===== src/rtl/sram_ctl_pkg.sv =====
package sram_ctl_pkg;

  typedef struct packed {
    logic load;      // latch a new request with a non-empty mask
    logic step;      // advance the in-page word index
    logic capture;   // sample the read pins this cycle
    logic last;      // captured word is the final one
    logic accessRd;  // read access in progress
    logic accessWr;  // write access in progress
  } ctlStrobe_t;

  typedef enum logic [1:0] {
    ST_IDLE  = 2'd0,
    ST_WRITE = 2'd1,
    ST_READ  = 2'd2
  } ctlState_t;

endpackage


===== src/rtl/sram_ctl_fsm.sv =====
module sram_ctl_fsm
  import sram_ctl_pkg::*;
#(
  parameter int PAGE_W    = 4,
  parameter int RAND_WAIT = 4,
  parameter int PAGE_WAIT = 2
) (
  input  logic              clk,
  input  logic              rstN,
  input  logic              reqValid,
  input  logic              reqWrite,
  input  logic [PAGE_W-1:0] reqWord,
  input  logic [PAGE_W-1:0] reqLen,
  input  logic              reqMaskAny,
  output logic              reqReady,
  output ctlStrobe_t        strobe
);

  localparam int WAIT_W = (RAND_WAIT > 1) ? $clog2(RAND_WAIT) : 1;
  localparam logic [WAIT_W-1:0] RAND_LOAD = WAIT_W'(RAND_WAIT - 1);
  localparam logic [WAIT_W-1:0] PAGE_LOAD = WAIT_W'(PAGE_WAIT - 1);
  localparam logic [PAGE_W-1:0] WORD_LAST = '1;

  ctlState_t         state;
  logic [WAIT_W-1:0] waitCnt;
  logic [PAGE_W-1:0] remain;
  logic [PAGE_W-1:0] roomLeft;
  logic [PAGE_W-1:0] clipLen;
  logic              accept;
  logic              waitDone;

  assign reqReady = (state == ST_IDLE);
  assign accept   = reqValid && reqReady;
  assign waitDone = (waitCnt == '0);
  assign roomLeft = WORD_LAST - reqWord;
  assign clipLen  = (reqLen > roomLeft) ? roomLeft : reqLen;

  always_comb begin
    strobe          = '0;
    strobe.load     = accept && reqMaskAny;
    strobe.accessRd = (state == ST_READ);
    strobe.accessWr = (state == ST_WRITE);
    strobe.capture  = (state == ST_READ) && waitDone;
    strobe.step     = strobe.capture && (remain != '0);
    strobe.last     = strobe.capture && (remain == '0);
  end

  always_ff @(posedge clk) begin
    if (!rstN) begin
      state   <= ST_IDLE;
      waitCnt <= '0;
      remain  <= '0;
    end else begin
      unique case (state)
        ST_IDLE: begin
          if (accept && reqMaskAny) begin
            state   <= reqWrite ? ST_WRITE : ST_READ;
            waitCnt <= RAND_LOAD;
            remain  <= reqWrite ? '0 : clipLen;
          end
        end
        ST_WRITE: begin
          if (waitDone) state <= ST_IDLE;
          else          waitCnt <= waitCnt - 1'b1;
        end
        ST_READ: begin
          if (waitDone) begin
            if (remain == '0) begin
              state <= ST_IDLE;
            end else begin
              waitCnt <= PAGE_LOAD;
              remain  <= remain - 1'b1;
            end
          end else begin
            waitCnt <= waitCnt - 1'b1;
          end
        end
        default: state <= ST_IDLE;
      endcase
    end
  end

  AST_WAIT_RELOAD: assert property (@(posedge clk) disable iff (!rstN)
    ($past(strobe.step) && rstN && $past(rstN)) |-> (waitCnt == PAGE_LOAD && state == ST_READ));

  AST_FINISH_IDLE: assert property (@(posedge clk) disable iff (!rstN)
    strobe.last |=> reqReady);

endmodule


===== src/rtl/sram_ctl_dp.sv =====
module sram_ctl_dp
  import sram_ctl_pkg::*;
#(
  parameter int ADDR_W = 17,
  parameter int DATA_W = 16,
  parameter int PAGE_W = 4
) (
  input  logic                      clk,
  input  logic                      rstN,
  input  ctlStrobe_t                strobe,
  input  logic [ADDR_W-1:0]         reqAddr,
  input  logic [DATA_W/8-1:0]       reqMask,
  input  logic [DATA_W-1:0]         reqWdata,
  output logic                      rspValid,
  output logic [DATA_W-1:0]         rspData,
  output logic                      rspLast,
  output logic [ADDR_W-1:0]         memAddr,
  output logic                      memCe1N,
  output logic                      memCe2,
  output logic                      memWeN,
  output logic                      memOeN,
  output logic [DATA_W/8-1:0]       memLaneN,
  output logic [DATA_W-1:0]         memDqOut,
  output logic                      memDqOe,
  input  logic [DATA_W-1:0]         memDqIn
);

  localparam int LANES = DATA_W / 8;

  logic [ADDR_W-1:0] addrReg;
  logic [DATA_W-1:0] wdataReg;
  logic [LANES-1:0]  maskReg;
  logic [DATA_W-1:0] laneBits;
  logic              active;

  assign active = strobe.accessRd || strobe.accessWr;

  for (genvar ln = 0; ln < LANES; ln++) begin : g_lane
    assign laneBits[ln*8 +: 8] = {8{maskReg[ln]}};
    assign memLaneN[ln]        = !(active && maskReg[ln]);
  end

  always_ff @(posedge clk) begin
    if (!rstN) begin
      addrReg  <= '0;
      wdataReg <= '0;
      maskReg  <= '0;
    end else if (strobe.load) begin
      addrReg  <= reqAddr;
      wdataReg <= reqWdata;
      maskReg  <= reqMask;
    end else if (strobe.step) begin
      addrReg[PAGE_W-1:0] <= addrReg[PAGE_W-1:0] + 1'b1;
    end
  end

  always_ff @(posedge clk) begin
    if (!rstN) begin
      rspValid <= 1'b0;
      rspLast  <= 1'b0;
      rspData  <= '0;
    end else begin
      rspValid <= strobe.capture;
      rspLast  <= strobe.last;
      if (strobe.capture) rspData <= memDqIn & laneBits;
    end
  end

  assign memAddr  = addrReg;
  assign memCe1N  = !active;
  assign memCe2   = active;
  assign memWeN   = !strobe.accessWr;
  assign memOeN   = !strobe.accessRd;
  assign memDqOe  = strobe.accessWr;
  assign memDqOut = wdataReg;

  AST_BUS_TURN: assert property (@(posedge clk) disable iff (!rstN)
    !memOeN |-> (!memDqOe && !$past(memDqOe)));

  AST_WE_OE_EXCL: assert property (@(posedge clk) disable iff (!rstN)
    !(!memWeN && !memOeN));

  AST_LANE_SELECTED: assert property (@(posedge clk) disable iff (!rstN)
    !memCe1N |-> (memLaneN != '1));

  AST_PAGE_HOLD: assert property (@(posedge clk) disable iff (!rstN)
    (!memOeN && $past(!memOeN) && $past(rstN)) |->
      (memAddr[ADDR_W-1:PAGE_W] == $past(memAddr[ADDR_W-1:PAGE_W])));

  AST_NO_WRAP: assert property (@(posedge clk) disable iff (!rstN)
    strobe.step |-> (memAddr[PAGE_W-1:0] != '1));

endmodule


===== src/rtl/sram_page_ctrl.sv =====
module sram_page_ctrl
  import sram_ctl_pkg::*;
#(
  parameter int ADDR_W    = 17,
  parameter int DATA_W    = 16,
  parameter int PAGE_W    = 4,
  parameter int RAND_WAIT = 4,
  parameter int PAGE_WAIT = 2
) (
  input  logic                clk,
  input  logic                rstN,
  input  logic                reqValid,
  output logic                reqReady,
  input  logic                reqWrite,
  input  logic [ADDR_W-1:0]   reqAddr,
  input  logic [PAGE_W-1:0]   reqLen,
  input  logic [DATA_W/8-1:0] reqMask,
  input  logic [DATA_W-1:0]   reqWdata,
  output logic                rspValid,
  output logic [DATA_W-1:0]   rspData,
  output logic                rspLast,
  output logic [ADDR_W-1:0]   memAddr,
  output logic                memCe1N,
  output logic                memCe2,
  output logic                memWeN,
  output logic                memOeN,
  output logic                memUbN,
  output logic                memLbN,
  output logic [DATA_W-1:0]   memDqOut,
  output logic                memDqOe,
  input  logic [DATA_W-1:0]   memDqIn
);

  ctlStrobe_t       strobe;
  logic [DATA_W/8-1:0] laneN;

  sram_ctl_fsm #(
    .PAGE_W(PAGE_W), .RAND_WAIT(RAND_WAIT), .PAGE_WAIT(PAGE_WAIT)
  ) u_fsm (
    .clk(clk), .rstN(rstN), .reqValid(reqValid), .reqWrite(reqWrite),
    .reqWord(reqAddr[PAGE_W-1:0]), .reqLen(reqLen), .reqMaskAny(|reqMask),
    .reqReady(reqReady), .strobe(strobe)
  );

  sram_ctl_dp #(
    .ADDR_W(ADDR_W), .DATA_W(DATA_W), .PAGE_W(PAGE_W)
  ) u_dp (
    .clk(clk), .rstN(rstN), .strobe(strobe), .reqAddr(reqAddr),
    .reqMask(reqMask), .reqWdata(reqWdata), .rspValid(rspValid),
    .rspData(rspData), .rspLast(rspLast), .memAddr(memAddr),
    .memCe1N(memCe1N), .memCe2(memCe2), .memWeN(memWeN), .memOeN(memOeN),
    .memLaneN(laneN), .memDqOut(memDqOut), .memDqOe(memDqOe),
    .memDqIn(memDqIn)
  );

  assign memLbN = laneN[0];
  assign memUbN = laneN[DATA_W/8-1];

endmodule


===== config.mk =====
export PLATFORM = sky130hd
export DESIGN_NAME = sram_page_ctrl
export DESIGN_NICKNAME = d
export VERILOG_FILES = /design/src/rtl/sram_ctl_pkg.sv /design/src/rtl/sram_ctl_fsm.sv /design/src/rtl/sram_ctl_dp.sv /design/src/rtl/sram_page_ctrl.sv
export SDC_FILE = /design/constraint.sdc
export NUM_CORES = 1
export LEC_CHECK = 0
export CAP_MARGIN = 0
export CELL_PAD_IN_SITES_DETAIL_PLACEMENT = 1
export CELL_PAD_IN_SITES_GLOBAL_PLACEMENT = 2
export CORE_MARGIN = 2
export CORE_UTILIZATION = 37
export DETAILED_ROUTE_END_ITERATION = 10
export DONT_BUFFER_PORTS = 1
export MAX_ROUTING_LAYER = met4
export PLACE_DENSITY = 0.79
export SLEW_MARGIN = 10
export SYNTH_ARGS = -nofsm -noshare
export SYNTH_HDL_FRONTEND = slang
export SYNTH_SLANG_ARGS = --single-unit

===== constraint.sdc =====
create_clock -name clk -period 2.3 [get_ports clk]
set_input_delay 0.46 -clock clk [delete_from_list [all_inputs] [get_ports clk]]
set_output_delay 0.46 -clock clk [all_outputs]
set_load 0.01 [all_outputs]

# ---- Word level (Yosys, flattened, before mapping)
# Index checks and enable logic that the tools add are counted.
dict set report op_classes {
  n_addsub 4
  order_cmp 1
  eq_ne 9
  mux 19
  bitwise 1
  reduce_logical 24
}
# cell n
set op_table {}
lappend op_table {{$mux 4} 7}
lappend op_table {{$mux 2} 9}
lappend op_table {{$and 16x16->16} 1}
lappend op_table {{$pmux 2 s3} 2}
lappend op_table {{$reduce_and 4->1} 3}
lappend op_table {{$ne 2x2->1 const B} 5}
lappend op_table {{$pmux 4 s2} 1}
lappend op_table {{$logic_and 1x1->1} 7}
lappend op_table {{$logic_not 1->1} 5}
lappend op_table {{$add 4x1->4 const B} 1}
lappend op_table {{$gt 4x4->1} 1}
lappend op_table {{$logic_not 2->1} 2}
lappend op_table {{$logic_not 4->1} 1}
lappend op_table {{$reduce_bool 2->1} 2}
lappend op_table {{$reduce_bool 4->1} 1}
lappend op_table {{$sub 4x1->4 const B} 1}
lappend op_table {{$sub 4x4->4 const A} 1}
lappend op_table {{$ne 3x3->1 const B} 1}
lappend op_table {{$reduce_bool 3->1} 1}
lappend op_table {{$eq 2x1->1 const B} 1}
lappend op_table {{$eq 2x2->1 const B} 1}
lappend op_table {{$ne 2x1->1 const B} 1}
lappend op_table {{$reduce_or 2->1} 1}
lappend op_table {{$sub 2x1->2 const B} 1}
lappend op_table {{$logic_or 1x1->1} 1}
dict set report totals {
  ff_bits 61
  inputBits 59
  out_inout_bits 59
  elab_cells 68
}

# ---- Logic depth before layout (Yosys ltp)
dict set report depth {
  word_depth 6
  ltp_mapped 8
  depth_no_buf 6
}

# ---- Cells and area by module
# Synthesis repeated with hierarchy kept, for this count alone.
dict set report unflattened {
  cells_unflattened 312
  area_unflattened_um2 2972.9
}
# module n_inst cells_each area_each_um2
set modules_own_cells {}
lappend modules_own_cells {sram_ctl_dp 1 204 2114.5}
lappend modules_own_cells {sram_ctl_fsm 1 107 852.1}
lappend modules_own_cells {sram_page_ctrl 1 1 6.3}

# ---- Worst setup path after synthesis
# No wires, ideal clock.
dict set report synth_path {
  kind {input to register}
  start {in reqAddr[3]}
  end {reg u_fsm.remain[0]}
  t_arrival_ns 1.471
  required_time_ns 2.219
  setup_slack_ns 0.748
  path_stages 5
  path_cell_list {ha_1 -> nand4_1 -> a211oi_2 -> o211ai_1 -> a41oi_1}
}
dict set report synth_via {
  elab_chain_len 6
}
# element line_no
set synth_rtl {}
lappend synth_rtl {{from (decl)} sram_page_ctrl.sv:15} ;# input logic [ADDR_W-1:0] reqAddr,
lappend synth_rtl {{$sub 4x4->4} sram_ctl_fsm.sv:35} ;# assign roomLeft = WORD_LAST - reqWord;
lappend synth_rtl {{$gt 4x4->1} sram_ctl_fsm.sv:36} ;# assign clipLen = (reqLen > roomLeft) ? roomLeft : reqLen;
lappend synth_rtl {{$mux 4} sram_ctl_fsm.sv:36}
lappend synth_rtl {{$mux 4} sram_ctl_fsm.sv:59} ;# remain <= reqWrite ? '0 : clipLen;
lappend synth_rtl {{$mux 4} sram_ctl_fsm.sv:56} ;# if (accept && reqMaskAny) begin
lappend synth_rtl {{$pmux 4 s2} sram_ctl_fsm.sv:54} ;# unique case (state)
lappend synth_rtl {{to (signal assigned)} sram_ctl_fsm.sv:59}
lappend synth_rtl {{to (signal assigned)} sram_ctl_fsm.sv:72} ;# remain <= remain - 1'b1;
lappend synth_rtl {{to (decl)} sram_ctl_fsm.sv:26} ;# logic [PAGE_W-1:0] remain;
# No other way between the ends. The select of a mux whose other input is x is not followed.
# A chain may end at the register's enable or synchronous reset.

# ---- Worst setup path after layout
dict set report layout_path {
  start {reg u_fsm.state[0]}
  end {reg u_fsm.remain[3]}
}
dict set report layout_via {
  elab_chain_len 5
}
# element line_no
set layout_rtl {}
lappend layout_rtl {{from (decl)} sram_ctl_fsm.sv:24} ;# ctlState_t state;
lappend layout_rtl {{from (signal assigned)} sram_ctl_fsm.sv:57} ;# state <= reqWrite ? ST_WRITE : ST_READ;
lappend layout_rtl {{$logic_not 2->1} {sram_ctl_fsm.sv:32, sram_ctl_fsm.sv:54}}
lappend layout_rtl {{$logic_and 1x1->1} sram_ctl_fsm.sv:33} ;# assign accept = reqValid && reqReady;
lappend layout_rtl {{$logic_and 1x1->1} sram_ctl_fsm.sv:56}
lappend layout_rtl {{$ne 2x2->1 (no line)} n/a}
lappend layout_rtl {{$reduce_and 4->1 (no line)} n/a}
# Parallel ways exist; a longest one is shown, timed or not.

==> impl_metrics.sql <==
INSERT INTO impl_metrics (metric_group, metric, value, unit) VALUES
('clock_tree', 'post-cts-setup-buffer-count', '0', ''),
('placed_design', 'dp.final_hpwl', '5.01', 'mm'),
('power', 'sw_frac_of_total', '27.8', '%'),
('route', 'vias', '2158', ''),
('setup_path', 'cells_along_the_critical_path', 'inv_1 -> ha_1 -> buf_4 -> and4bb_4 -> a221oi_4 -> o21ai_1 -> a41oi_1', ''),
('synthesis', 'synth-main-ff-cell', 'dfxtp_1', ''),
('clock_tree', 'holdBufCountCts', '0', ''),
('power', 'power_frac_comb', '14.4', '%'),
('grt', 'first_global_vias', '2180', ''),
('floorplanning', 'top_level_ports', '118', ''),
('setup_path', 'timing.reg2reg.setup_slack', '0.34', 'ns'),
('finish', 'nFillCells', '813', ''),
('clock_tree', 'cts_tree', 'done', ''),
('flow_run', 'max-cap-violations', '0', ''),
('route', 'antenna_violating_nets_post_route', '0', ''),
('floorplanning', 'placementRows', '30', ''),
('clock_tree', 'clk_latency', '0.33', 'ns'),
('setup_path', 'crit_path_start_kind', 'flop', ''),
('power', 'cellPowerDensity', '880', 'nW/um2'),
('power', 'vdd.ir_drop.worst', '264', 'uV'),
('clock_tree', 'clock-root-buffer', 'clkbuf_8', ''),
('synthesis', 'average_instance_area_after_synthesis', '8.79', 'um2'),
('clock_tree', 'htree_levels', '3', ''),
('finish', 'area_delta_synth_final', '11.0', '%'),
('power', 'seq_power_share', '46.5', '%'),
('synthesis', 'synth-edff-count', '0', ''),
('timing', 'final_clock_period_utilization_by_the_worst_path', '85.0', '%'),
('min_path', 'min_delay_worst_endpoint', 'u_fsm.state[1]', ''),
('status', 'run_status', 'finished clean', ''),
('finish', 'drive_gt1_share', '10.8', '%'),
('route', 'drt_pre_antenna_iters', '4', ''),
('timing', 'tns', '0', 'ns'),
('finish', 'nNetsFinal', '371', ''),
('grt', 'grt_start_max_net_pins', '40', ''),
('clock_tree', 'clkSlewWorstSetupHoldPaths', '0.07', 'ns'),
('finish', 'final_common_cell', 'nand2_1', ''),
('timing', 'final_period_minus_worst_setup_slack', '1.96', 'ns'),
('floorplanning', 'die-height', '88.6', 'um'),
('finish', 'antenna_cells', '0', ''),
('synthesis', 'syn-cell-area', '2650', 'um2'),
('setup_path', 'r2r.worst_path.cells', '7', ''),
('power', 'clkPwrFrac', '39.1', '%'),
('route', 'vias_per_cell', '5.38', ''),
('synthesis', 'synth_seq_area_share', '46.2', '%'),
('power', 'p_int', '0.00187', 'W'),
('floorplanning', 'design.die.area', '7840', 'um2'),
('synthesis', 'synthDistinctLibCells', '45', ''),
('synthesis', 'postSynthNetCount', '372', ''),
('power', 'leakagePower', '1.08', 'nW'),
('power', 'power.switching', '0.000717', 'W'),
('setup_path', 'reg2reg_to', 'u_fsm.remain[3]', ''),
('setup_path', 'critical_path_peak_fanout', '12', ''),
('route', 'detail_route.wl_per_cell', '17.1', 'um'),
('clock_tree', 'tritoncts_num_sinks', '61', ''),
('setup_path', 'critPathMaxStageDelay', '0.38', 'ns'),
('finish', 'post-route-util', '42.8', '%'),
('floorplanning', 'initial_utilization', '38.5', '%'),
('timing', 'max_clock_freq', '512', 'MHz'),
('setup_path', 'cp_num_buf_inv', '2', ''),
('finish', 'fin_cells', '401', ''),
('route', 'wirelength', '6.88', 'mm'),
('setup_path', 'criticalPathCategory', 'reg -> reg', ''),
('clock_tree', 'cts-resized-gates', '0', ''),
('min_path', 'worst_hold_path_cell_count', '1', ''),
('timing', 'max_slew.worst_pin.slew', '0.706', 'ns'),
('grt', 'grt_first_pass_wirelength', '10.5', 'mm'),
('timing', 'max_slew_margin', '52.9', '%'),
('placed_design', 'gp_congestion', '0.739', ''),
('route', 'detail_route.drc_violations', '0', ''),
('setup_path', 'critical_path.reg2reg.startpoint', 'u_fsm.state[0]', ''),
('synthesis', 'synth_seq_cells', '61', '');
-- cells in the mapped netlist (all sizes together), types with 2 or more instances --
cell type  instances  area, um2
o32ai              2       25.0
xor2               2       17.5
o21ai             13       68.8
and4bb             2       28.8
and2               4       25.0
a311oi             2       17.5
o211ai             6       50.1
nand2b             2       12.5
dfxtp             61       1220
a41oi              4       35.0
nor3               2       15.0
a21oi             37        189
a22o              16        140
buf               13       65.1
nand3              3       15.0
nor4               4       25.0
ha                12        150
inv               14       52.6
nor3b              2       25.0
xnor2              3       26.3
clkbuf             3       11.3
nor2               8       32.5
a211oi             3       32.5
nand2             75        284
-- worst max-delay path by stage --
stage          depth (start not counted)            from               to  slack [ns]
4_1_cts                                7  u_fsm.state[0]  u_fsm.remain[0]        0.33
5_1_grt                                7  u_fsm.state[0]  u_fsm.remain[3]        0.13
3_5_place_dp                           7  u_fsm.state[0]  u_fsm.remain[0]        0.35
6_report                               7  u_fsm.state[0]  u_fsm.remain[3]        0.34
3_3_place_gp                           7  u_fsm.state[0]  u_fsm.remain[1]        0.44
2_1_floorplan                          5      reqAddr[3]  u_fsm.remain[0]        0.75
-- registers in the layout, indices dropped and copies added, names as in the netlist --
register,count
u_dp.rspData,16
u_dp.maskReg,2
u_fsm.remain,4
u_dp.rspLast,1
u_fsm.waitCnt,2
u_fsm.state,2
u_dp.rspValid,1
u_dp.memAddr,17
u_dp.memDqOut,16
-- metrics by stage --
| step | worst slack [ns] | area (um2) | total power (W) |
|---|---|---|---|
| after floorplan | 0.748 | 2650 | 0.00151 |
| after global placement | 0.439 | 2730 | 0.00159 |
| after detailed placement | 0.354 | 2730 | 0.00160 |
| after CTS | 0.334 | 2940 | 0.00262 |
| after global routing | 0.134 | 2940 | 0.00273 |
| final | 0.345 | 2940 | 0.00258 |
-- kinds of logic (layout without fill, tap and decap cells) --
| logic type | Yosys count | count (layout) | share of synthesized area, % |
|---|---|---|---|
| flip-flops | 61 | 61 | 46.2 |
| adder cells (fa/ha/maj) | 12 | 12 | 5.68 |
| XOR/XNOR | 5 | 5 | 1.66 |
| buffers and inverters | 30 | 34 | 4.87 |
| AO/OA/AOI/OAI | 89 | 89 | 23.6 |
| AND/OR/NAND/NOR | 104 | 104 | 18.1 |
-- final cells by class --
class | instances | area, um2 | area share [%]
well taps | 96 | 120 | 4.09
clock buffers | 11 | 131 | 4.47
inverters | 14 | 52.6 | 1.79
multi-input cells | 210 | 1310 | 44.5
clock inverters | 5 | 75.1 | 2.56
repair buffers | 4 | 30.0 | 1.02
flip-flops and latches | 61 | 1220 | 41.6
-- per-layer routing --
metal	GRT usage (%)	vias up	wire, um
li1	-	1057	-
met1	20.4	1003	2900
met2	28.4	87	3200
met3	6.90	11	662
met4	7.85	0	117
met5	-	-	0
-- worst reg2reg max path: stages (launching register included) --
cell and delay (ns):
dfxtp_1 0.36, inv_1 0.09, ha_1 0.39, buf_4 0.25, and4bb_4 0.21, a221oi_4 0.31
o21ai_1 0.11, a41oi_1 0.17
-- power by group through the flow --
stage / Clock, W / Combinational, W / Sequential [W]
floorplan: 0 / 0.000303 / 0.00121
global placement: 0 / 0.000367 / 0.00123
detailed placement: 0 / 0.000376 / 0.00123
CTS: 0.00104 / 0.000381 / 0.00120
global route: 0.00109 / 0.000423 / 0.00121
finish: 0.00101 / 0.000373 / 0.00120
Note: power is estimated with default switching activity, not from simulation.
